--- src/rtl/ptw_pkg.sv ---
package ptw_pkg;
  typedef enum logic [1:0] {
    ST_IDLE = 2'd0,
    ST_DIR  = 2'd1,
    ST_TBL  = 2'd2,
    ST_DONE = 2'd3
  } ptwState_t;

  // strobes from control to datapath
  typedef struct packed {
    logic accept;
    logic dirDone;
    logic tblDone;
    logic selTable;
  } ptwStrobe_t;
endpackage

--- src/rtl/ptw_ctrl.sv ---
module ptw_ctrl
  import ptw_pkg::*;
(
  input  logic       clk,
  input  logic       rstN,
  input  logic       reqValid,
  input  logic       pagingOn,
  input  logic       memValid,
  input  logic       entryPresent,
  output logic       reqReady,
  output logic       memReq,
  output logic       rspValid,
  output ptwStrobe_t strobe
);
  ptwState_t stateQ, stateD;

  always_comb begin
    strobe.accept   = (stateQ == ST_IDLE) && reqValid;
    strobe.dirDone  = (stateQ == ST_DIR) && memValid;
    strobe.tblDone  = (stateQ == ST_TBL) && memValid;
    strobe.selTable = (stateQ == ST_TBL);
  end

  always_comb begin
    stateD = stateQ;
    case (stateQ)
      ST_IDLE: if (reqValid) stateD = pagingOn ? ST_DIR : ST_DONE;
      ST_DIR:  if (memValid) stateD = entryPresent ? ST_TBL : ST_DONE;
      ST_TBL:  if (memValid) stateD = ST_DONE;
      default: stateD = ST_IDLE;
    endcase
  end

  always_ff @(posedge clk) begin
    if (!rstN) stateQ <= ST_IDLE;
    else       stateQ <= stateD;
  end

  assign reqReady = (stateQ == ST_IDLE);
  assign memReq   = (stateQ == ST_DIR) || (stateQ == ST_TBL);
  assign rspValid = (stateQ == ST_DONE);
endmodule

--- src/rtl/ptw_datapath.sv ---
module ptw_datapath
  import ptw_pkg::*;
#(
  parameter int ADDR_W = 32,
  parameter int IDX_W  = 10,
  parameter int OFF_W  = 12
) (
  input  logic                      clk,
  input  logic                      rstN,
  input  ptwStrobe_t                strobe,
  input  logic [ADDR_W-1:0]         reqSegBase,
  input  logic [ADDR_W-1:0]         reqOffset,
  input  logic [ADDR_W-OFF_W-1:0]   dirBase,
  input  logic [ADDR_W-1:0]         memData,
  output logic [ADDR_W-1:0]         memAddr,
  output logic [ADDR_W-1:0]         rspPhys,
  output logic                      rspFault,
  output logic                      rspFaultLevel
);
  localparam int FRAME_W = ADDR_W - OFF_W;
  localparam int WORD_B  = OFF_W - IDX_W;   // byte-select bits of a word
  localparam int DIR_LO  = OFF_W + IDX_W;

  logic [ADDR_W-1:0]  linQ, physQ;
  logic [FRAME_W-1:0] dirBaseQ, tblFrameQ;
  logic               faultQ, levelQ;

  wire entryPresent = memData[0];

  always_ff @(posedge clk) begin
    if (!rstN) begin
      linQ      <= '0;
      physQ     <= '0;
      dirBaseQ  <= '0;
      tblFrameQ <= '0;
      faultQ    <= 1'b0;
      levelQ    <= 1'b0;
    end else if (strobe.accept) begin
      linQ     <= reqSegBase + reqOffset;
      physQ    <= reqSegBase + reqOffset;
      dirBaseQ <= dirBase;
      faultQ   <= 1'b0;
      levelQ   <= 1'b0;
    end else if (strobe.dirDone) begin
      tblFrameQ <= memData[ADDR_W-1:OFF_W];
      if (!entryPresent) begin
        faultQ <= 1'b1;
        levelQ <= 1'b0;
        physQ  <= '0;
      end
    end else if (strobe.tblDone) begin
      if (entryPresent) begin
        physQ <= {memData[ADDR_W-1:OFF_W], linQ[OFF_W-1:0]};
      end else begin
        faultQ <= 1'b1;
        levelQ <= 1'b1;
        physQ  <= '0;
      end
    end
  end

  always_comb begin
    if (strobe.selTable)
      memAddr = {tblFrameQ, linQ[DIR_LO-1:OFF_W], {WORD_B{1'b0}}};
    else
      memAddr = {dirBaseQ, linQ[ADDR_W-1:DIR_LO], {WORD_B{1'b0}}};
  end

  assign rspPhys       = physQ;
  assign rspFault      = faultQ;
  assign rspFaultLevel = levelQ;
endmodule

--- src/rtl/page_walker.sv ---
module page_walker
  import ptw_pkg::*;
#(
  parameter int ADDR_W = 32,
  parameter int IDX_W  = 10,
  parameter int OFF_W  = 12
) (
  input  logic                    clk,
  input  logic                    rstN,
  input  logic                    reqValid,
  output logic                    reqReady,
  input  logic [ADDR_W-1:0]       reqSegBase,
  input  logic [ADDR_W-1:0]       reqOffset,
  input  logic                    pagingOn,
  input  logic [ADDR_W-OFF_W-1:0] dirBase,
  output logic                    memReq,
  output logic [ADDR_W-1:0]       memAddr,
  input  logic                    memValid,
  input  logic [ADDR_W-1:0]       memData,
  output logic                    rspValid,
  output logic [ADDR_W-1:0]       rspPhys,
  output logic                    rspFault,
  output logic                    rspFaultLevel
);
  ptwStrobe_t strobe;

  ptw_ctrl u_ctrl (
    .clk          (clk),
    .rstN         (rstN),
    .reqValid     (reqValid),
    .pagingOn     (pagingOn),
    .memValid     (memValid),
    .entryPresent (memData[0]),
    .reqReady     (reqReady),
    .memReq       (memReq),
    .rspValid     (rspValid),
    .strobe       (strobe)
  );

  ptw_datapath #(
    .ADDR_W (ADDR_W),
    .IDX_W  (IDX_W),
    .OFF_W  (OFF_W)
  ) u_dp (
    .clk           (clk),
    .rstN          (rstN),
    .strobe        (strobe),
    .reqSegBase    (reqSegBase),
    .reqOffset     (reqOffset),
    .dirBase       (dirBase),
    .memData       (memData),
    .memAddr       (memAddr),
    .rspPhys       (rspPhys),
    .rspFault      (rspFault),
    .rspFaultLevel (rspFaultLevel)
  );
endmodule

--- config.mk ---
export PLATFORM = sky130hd
export DESIGN_NAME = page_walker
export DESIGN_NICKNAME = d
export VERILOG_FILES = /design/src/rtl/ptw_pkg.sv /design/src/rtl/ptw_ctrl.sv /design/src/rtl/ptw_datapath.sv /design/src/rtl/page_walker.sv
export SDC_FILE = /design/constraint.sdc
export NUM_CORES = 1
export LEC_CHECK = 0
export BUFFER_PORTS_ARGS = -buffer_cell sky130_fd_sc_hd__buf_4
export CAP_MARGIN = 20
export CORE_MARGIN = 8
export CORE_UTILIZATION = 35
export CTS_BUF_LIST = sky130_fd_sc_hd__clkbuf_16
export CTS_CLUSTER_SIZE = 14
export DETAILED_ROUTE_END_ITERATION = 10
export SLEW_MARGIN = 20
export SYNTH_ARGS = -nofsm -noshare
export SYNTH_HDL_FRONTEND = slang
export SYNTH_SLANG_ARGS = --single-unit
--- constraint.sdc ---
create_clock -name clk -period 2.2 [get_ports clk]
set_input_delay 0.33 -clock clk [delete_from_list [all_inputs] [get_ports clk]]
set_output_delay 0.33 -clock clk [all_outputs]
set_load 0.005 [all_outputs]
Word-level counts from Yosys, hierarchy flattened
Cells that the tools add are included.

storage, ports and cells
  output and inout bits = 69
  flip-flop bits (word level) = 108
  logic and storage cells = 50

cells by class
  eq/ne operators = 9
  muxes and demuxes = 19
  bitwise operators = 2
  add/sub/neg operators = 1
  reductions and logical operators = 12

operators with widths
  kind                                                              number
  32-bit two-way mux                                                6
  32-bit adder                                                      1
  2-bit != test (second input constant)                             5
  1-bit two-way mux                                                 8
  2-bit two-way mux                                                 4
  2-bit case mux with 3 select lines                                1
  3-bit AND reduction                                               2
  2-bit == test (second input constant)                             2
  2-bit AND reduction                                               2
  1-bit logical AND                                                 3
  3-bit by 2-bit != test with 1-bit output (second input constant)  1
  3-bit nonzero test                                                1
  2-bit by 1-bit == test with 1-bit output (second input constant)  1
  2-bit logical NOT                                                 1
  1-bit inverter                                                    2
  2-bit nonzero test                                                1
  2-bit OR reduction                                                1
  1-bit logical OR                                                  1

Logic depth before layout (Yosys ltp)
  depth in word-level cells = 5
  depth in mapped cells = 12
  gate-level depth less buffers = 10

By module
Synthesis repeated with hierarchy kept, for this count alone.

unflattened totals
  cell total of the unflattened synthesis = 789
  area, all modules = 6292.3 um^2

modules (own cells, without submodules)
  module        area an instance (um^2)  cells each  times used
  ptw_datapath  6068.3                   764         1
  ptw_ctrl      224.0                    25          1

Worst setup path after synthesis
No wires, ideal clock.

  kind = input-to-reg
  from = input reqSegBase[9]
  to = register u_dp.linQ[26]
  path buffers = 2
  data arrival time = 2204 ps
  path slack = -125 ps
  stages = 10
  library setup time = 121 ps
  cell sequence = ha_1 -> buf_6 -> a2111o_1 -> a31oi_1 -> nor3_1 -> a211o_1 -> buf_6 -> a21boi_1 -> mux2i_1 -> nand2_1

between the ends
  word-level cells in the longest chain between the ends = 1

RTL lines
  item                    RTL line            RTL
  start: declaration      page_walker.sv:12   input logic [ADDR_W-1:0] reqSegBase,
  32-bit adder            ptw_datapath.sv:39  linQ <= reqSegBase + reqOffset;
  end signal: assignment  ptw_datapath.sv:39
  end: declaration        ptw_datapath.sv:24  logic [ADDR_W-1:0] linQ, physQ;

No other way between the ends.
A chain may end at the register's enable or synchronous reset.

Worst setup path after layout
  from = input reqSegBase[1]
  to = register u_dp.physQ[31], in the netlist u_dp.rspPhys[31]

between the ends
  word-level cells in the longest chain between the ends = 2

RTL lines
  item                    RTL line            RTL
  32-bit adder            ptw_datapath.sv:40  physQ <= reqSegBase + reqOffset;
  32-bit two-way mux      ptw_datapath.sv:38  end else if (strobe.accept) begin
  end signal: assignment  ptw_datapath.sv:40
  end signal: assignment  ptw_datapath.sv:53  physQ <= {memData[ADDR_W-1:OFF_W], linQ[OFF_W-1:0]};
  end: declaration        ptw_datapath.sv:24

No other way between the ends.

==> results_dict.tcl <==
set metrics [dict create \
    finalInstanceArea_mm2 0.00930 \
    r2r.worst_path.cells 9 \
    cts_buffers 9 \
    die_h_um 152 \
    antenna_found_initial 0 \
    wl_met2_mm 10.1 \
    holdCritPathClass "input pin to register" \
    r2r-end "u_dp.linQ[26]$_SDFFE_PN0P_" \
    dr.pass1.iters 5 \
    hold_end "u_dp.dirBaseQ[14]$_SDFFE_PN0P_" \
    max_freq_mhz 472 \
    post-route-period-util_pct 96.2 \
    p_total_mw 8.22 \
    grt_pass1_vias 6866 \
    min_period_ns 2.12 \
    met1_length_mm 10.6 \
    port-buffer-count 176 \
    synth_area_per_cell_um2 7.51 \
    peakVddDrop_mv 0.584 \
    endpoint_kind "register" \
    r2r-start "u_ctrl.stateQ[0]$_SDFFE_PN0P_" \
    post_cts_buffers 0 \
    crit_type "input pin to register" \
    htreeDepth 3 \
    synth_cell_types 64 \
    num_rows 49 \
    grt_use_total_pct 18.5 \
    p_leak_nw 4.19 \
    die_w_um 152 \
    insertion_delay_ns 0.34 \
    slew_viol_final 0 \
    io_pins 190 \
    grt_max_degree 48 \
    dieArea_mm2 0.0231 \
    tightest_slew_ns 0.527 \
    fin_hold_ws_ns 0.234 \
    final.setup_skew_ns 0.00786 \
    met3WireLength_mm 1.17 \
    hold_viol 0 \
    fill_cells 1795 \
    status "finished clean" \
    tritoncts "yes" \
    cap_violations 0 \
    drtIter0Drc 350 \
    top_layer "met4" \
    grt-ovfl-total 0 \
    synth_seq_cells 108 \
    numClockSinks 108 \
    num_vias 6943 \
    rsz0062_at_grt "true" \
    setup_viol 0 \
    initial_utilization_pct 35.9 \
    nets 1278 \
    power_density_mw_per_mm2 883 \
    grt_pass1_wl_mm 35.8 \
    drive_above_1_share_pct 34.0 \
    routedWlPerCell_um 16.5 \
    dp_hpwl_mm 17.6 \
    yosys_warnings 0 \
    worstPathArrival_ns 2.34 \
    hold_buffers 0 \
    antenna_left 0 \
    num_antenna_cells 0 \
    r2r_setup_slack_ns 0.19 \
    fin_util_pct 51.6 \
    synth-edff-count 0 \
    routed_wl_mm 22.3 \
    synthFlopType "dfxtp_1" \
    syn_to_final_growth_pct 43.8 \
    critPathMaxFanout 3 \
    via_per_inst 5.12 \
    relSlewSlack_pct 64.9 \
    cp.required_ns 2.42 \
    crit_path_start_kind "input pin" \
    whs_path_depth 3 \
    synthCells 861 \
    cts_buffer_depth 2 \
    netlist_area_mm2 0.00647 \
    place_congestion 0.887 \
    clkTransAtPathRegs_ns 0.07 \
    core_mm2 0.0180 \
    async_flop_share_pct 0 \
    min_from "dirBase[14]" \
    root_buffer "clkbuf_16" \
    drc_errors 0 \
    placed_cell_area_mm2 0.00888 \
    synth.yosys.seq_area_share_pct 33.4 \
]
-- area by class of cell --
type	instances	area (um2)	share of cell area, %
multi-input cells	674	4120	44.2
repair buffers	306	2360	25.4
flip-flops and latches	108	2160	23.2
well taps	229	287	3.08
clock buffers	9	225	2.42
inverters	22	82.6	0.888
clock inverters	7	68.8	0.740
-- per-stage QoR --
stage	setup WS [ns]	std cells	TNS, ns
6_report	0.0831	1355	0
5_1_grt	-0.0360	1355	-0.0716
4_1_cts	0.0535	1354	0
3_5_place_dp	-0.314	1338	-9.71
3_3_place_gp	-0.299	1338	-8.01
2_1_floorplan	0.00220	862	0
-- worst max path at each step --
stage	start	to	slack [ns]	cells past startpoint
after floorplan	reqSegBase[0]	u_dp.rspPhys[22]$_SDFFE_PN0P_	0.002	11
after global placement	reqSegBase[17]	u_dp.rspPhys[24]$_SDFFE_PN0P_	-0.30	10
after detailed placement	reqSegBase[4]	u_dp.rspPhys[21]$_SDFFE_PN0P_	-0.31	10
after CTS	reqSegBase[4]	u_dp.rspPhys[21]$_SDFFE_PN0P_	0.05	10
after global routing	reqSegBase[2]	u_dp.linQ[17]$_SDFFE_PN0P_	-0.04	9
final	reqSegBase[1]	u_dp.rspPhys[31]$_SDFFE_PN0P_	0.08	10
-- routing by layer --
metal / vias up / global-route usage (%)
met5: - / 0
met4: 0 / 5.28
met3: 21 / 3.39
met2: 188 / 29.2
met1: 3198 / 25.1
li1: 3536 / -
-- power by group --
| part | switching (mW) | internal, mW |
|---|---|---|
| registers | 0.245 | 2.40 |
| logic | 2.07 | 1.91 |
| clock network | 0.714 | 0.877 |
| total | 3.03 | 5.19 |
-- sequential cells by signal, indices dropped and copies added, names as in the netlist --
register	count
u_dp.rspFaultLevel	1
u_dp.rspPhys	32
u_dp.tblFrameQ	20
u_dp.dirBaseQ	20
u_dp.linQ	32
u_dp.rspFault	1
u_ctrl.stateQ	2
-- cell usage after synthesis (5+ instances only) --
cell type / n / area (um2)
and3_1: 10 / 62.6
buf_1: 8 / 30.0
mux2_2: 30 / 338
a211oi_1: 16 / 120
ha_1: 35 / 438
o21a_1: 8 / 60.1
a21oi_1: 121 / 606
a31oi_1: 7 / 43.8
o21ai_1: 8 / 40.0
a21o_1: 8 / 60.1
inv_1: 21 / 78.8
dfxtp_1: 108 / 2160
clkbuf_1: 42 / 158
nor2_1: 50 / 188
mux2i_1: 5 / 50.1
nor3_1: 12 / 60.1
nand3_1: 16 / 80.1
nand2_1: 187 / 702
o211ai_1: 7 / 52.6
or3_1: 5 / 31.3
o21ai_0: 49 / 245
xor2_1: 12 / 105
nand4_1: 13 / 81.3
xnor2_1: 12 / 105
-- cells in the final DEF (no fill, tap or decap), types with 8 or more instances in the layout --
master	synthesis	layout
buf_4	2	299
nand2_1	187	185
a21oi_1	121	118
dfxtp_1	108	108
nor2_1	50	50
o21ai_0	49	48
ha_1	35	31
mux2_2	30	30
inv_1	21	22
nand3_1	16	16
a211oi_1	16	15
nand4_1	13	13
nor3_1	12	11
xor2_1	12	11
and3_1	10	10
xnor2_1	12	10
clkbuf_16	0	10
a21o_1	8	8
o21a_1	8	8
-- worst max-delay path: stages --
cell	delay, ns
buf_4	0.11
ha_1	0.29
a21oi_2	0.16
o211ai_1	0.20
o21a_1	0.26
o211ai_1	0.30
nand2_1	0.14
buf_4	0.17
nor4_2	0.29
a211oi_2	0.07
-- logic make-up after synthesis --
| logic type | after synthesis | synth area share (%) |
|---|---|---|
| fa+ha+maj | 36 | 7.08 |
| flops | 108 | 33.4 |
| other cells | 1 | 0.0580 |
| simple gates | 313 | 20.6 |
| compound gates | 264 | 24.5 |
| mux | 35 | 6.00 |
| xor+xnor | 24 | 3.25 |
| buf+inv | 80 | 5.07 |
-- timing repair --
action	CTS	global route
hold endpoints to repair	0	0
gates resized for setup	0	25
setup endpoints to repair	0	63
Note: power is estimated with default switching activity, not from simulation.
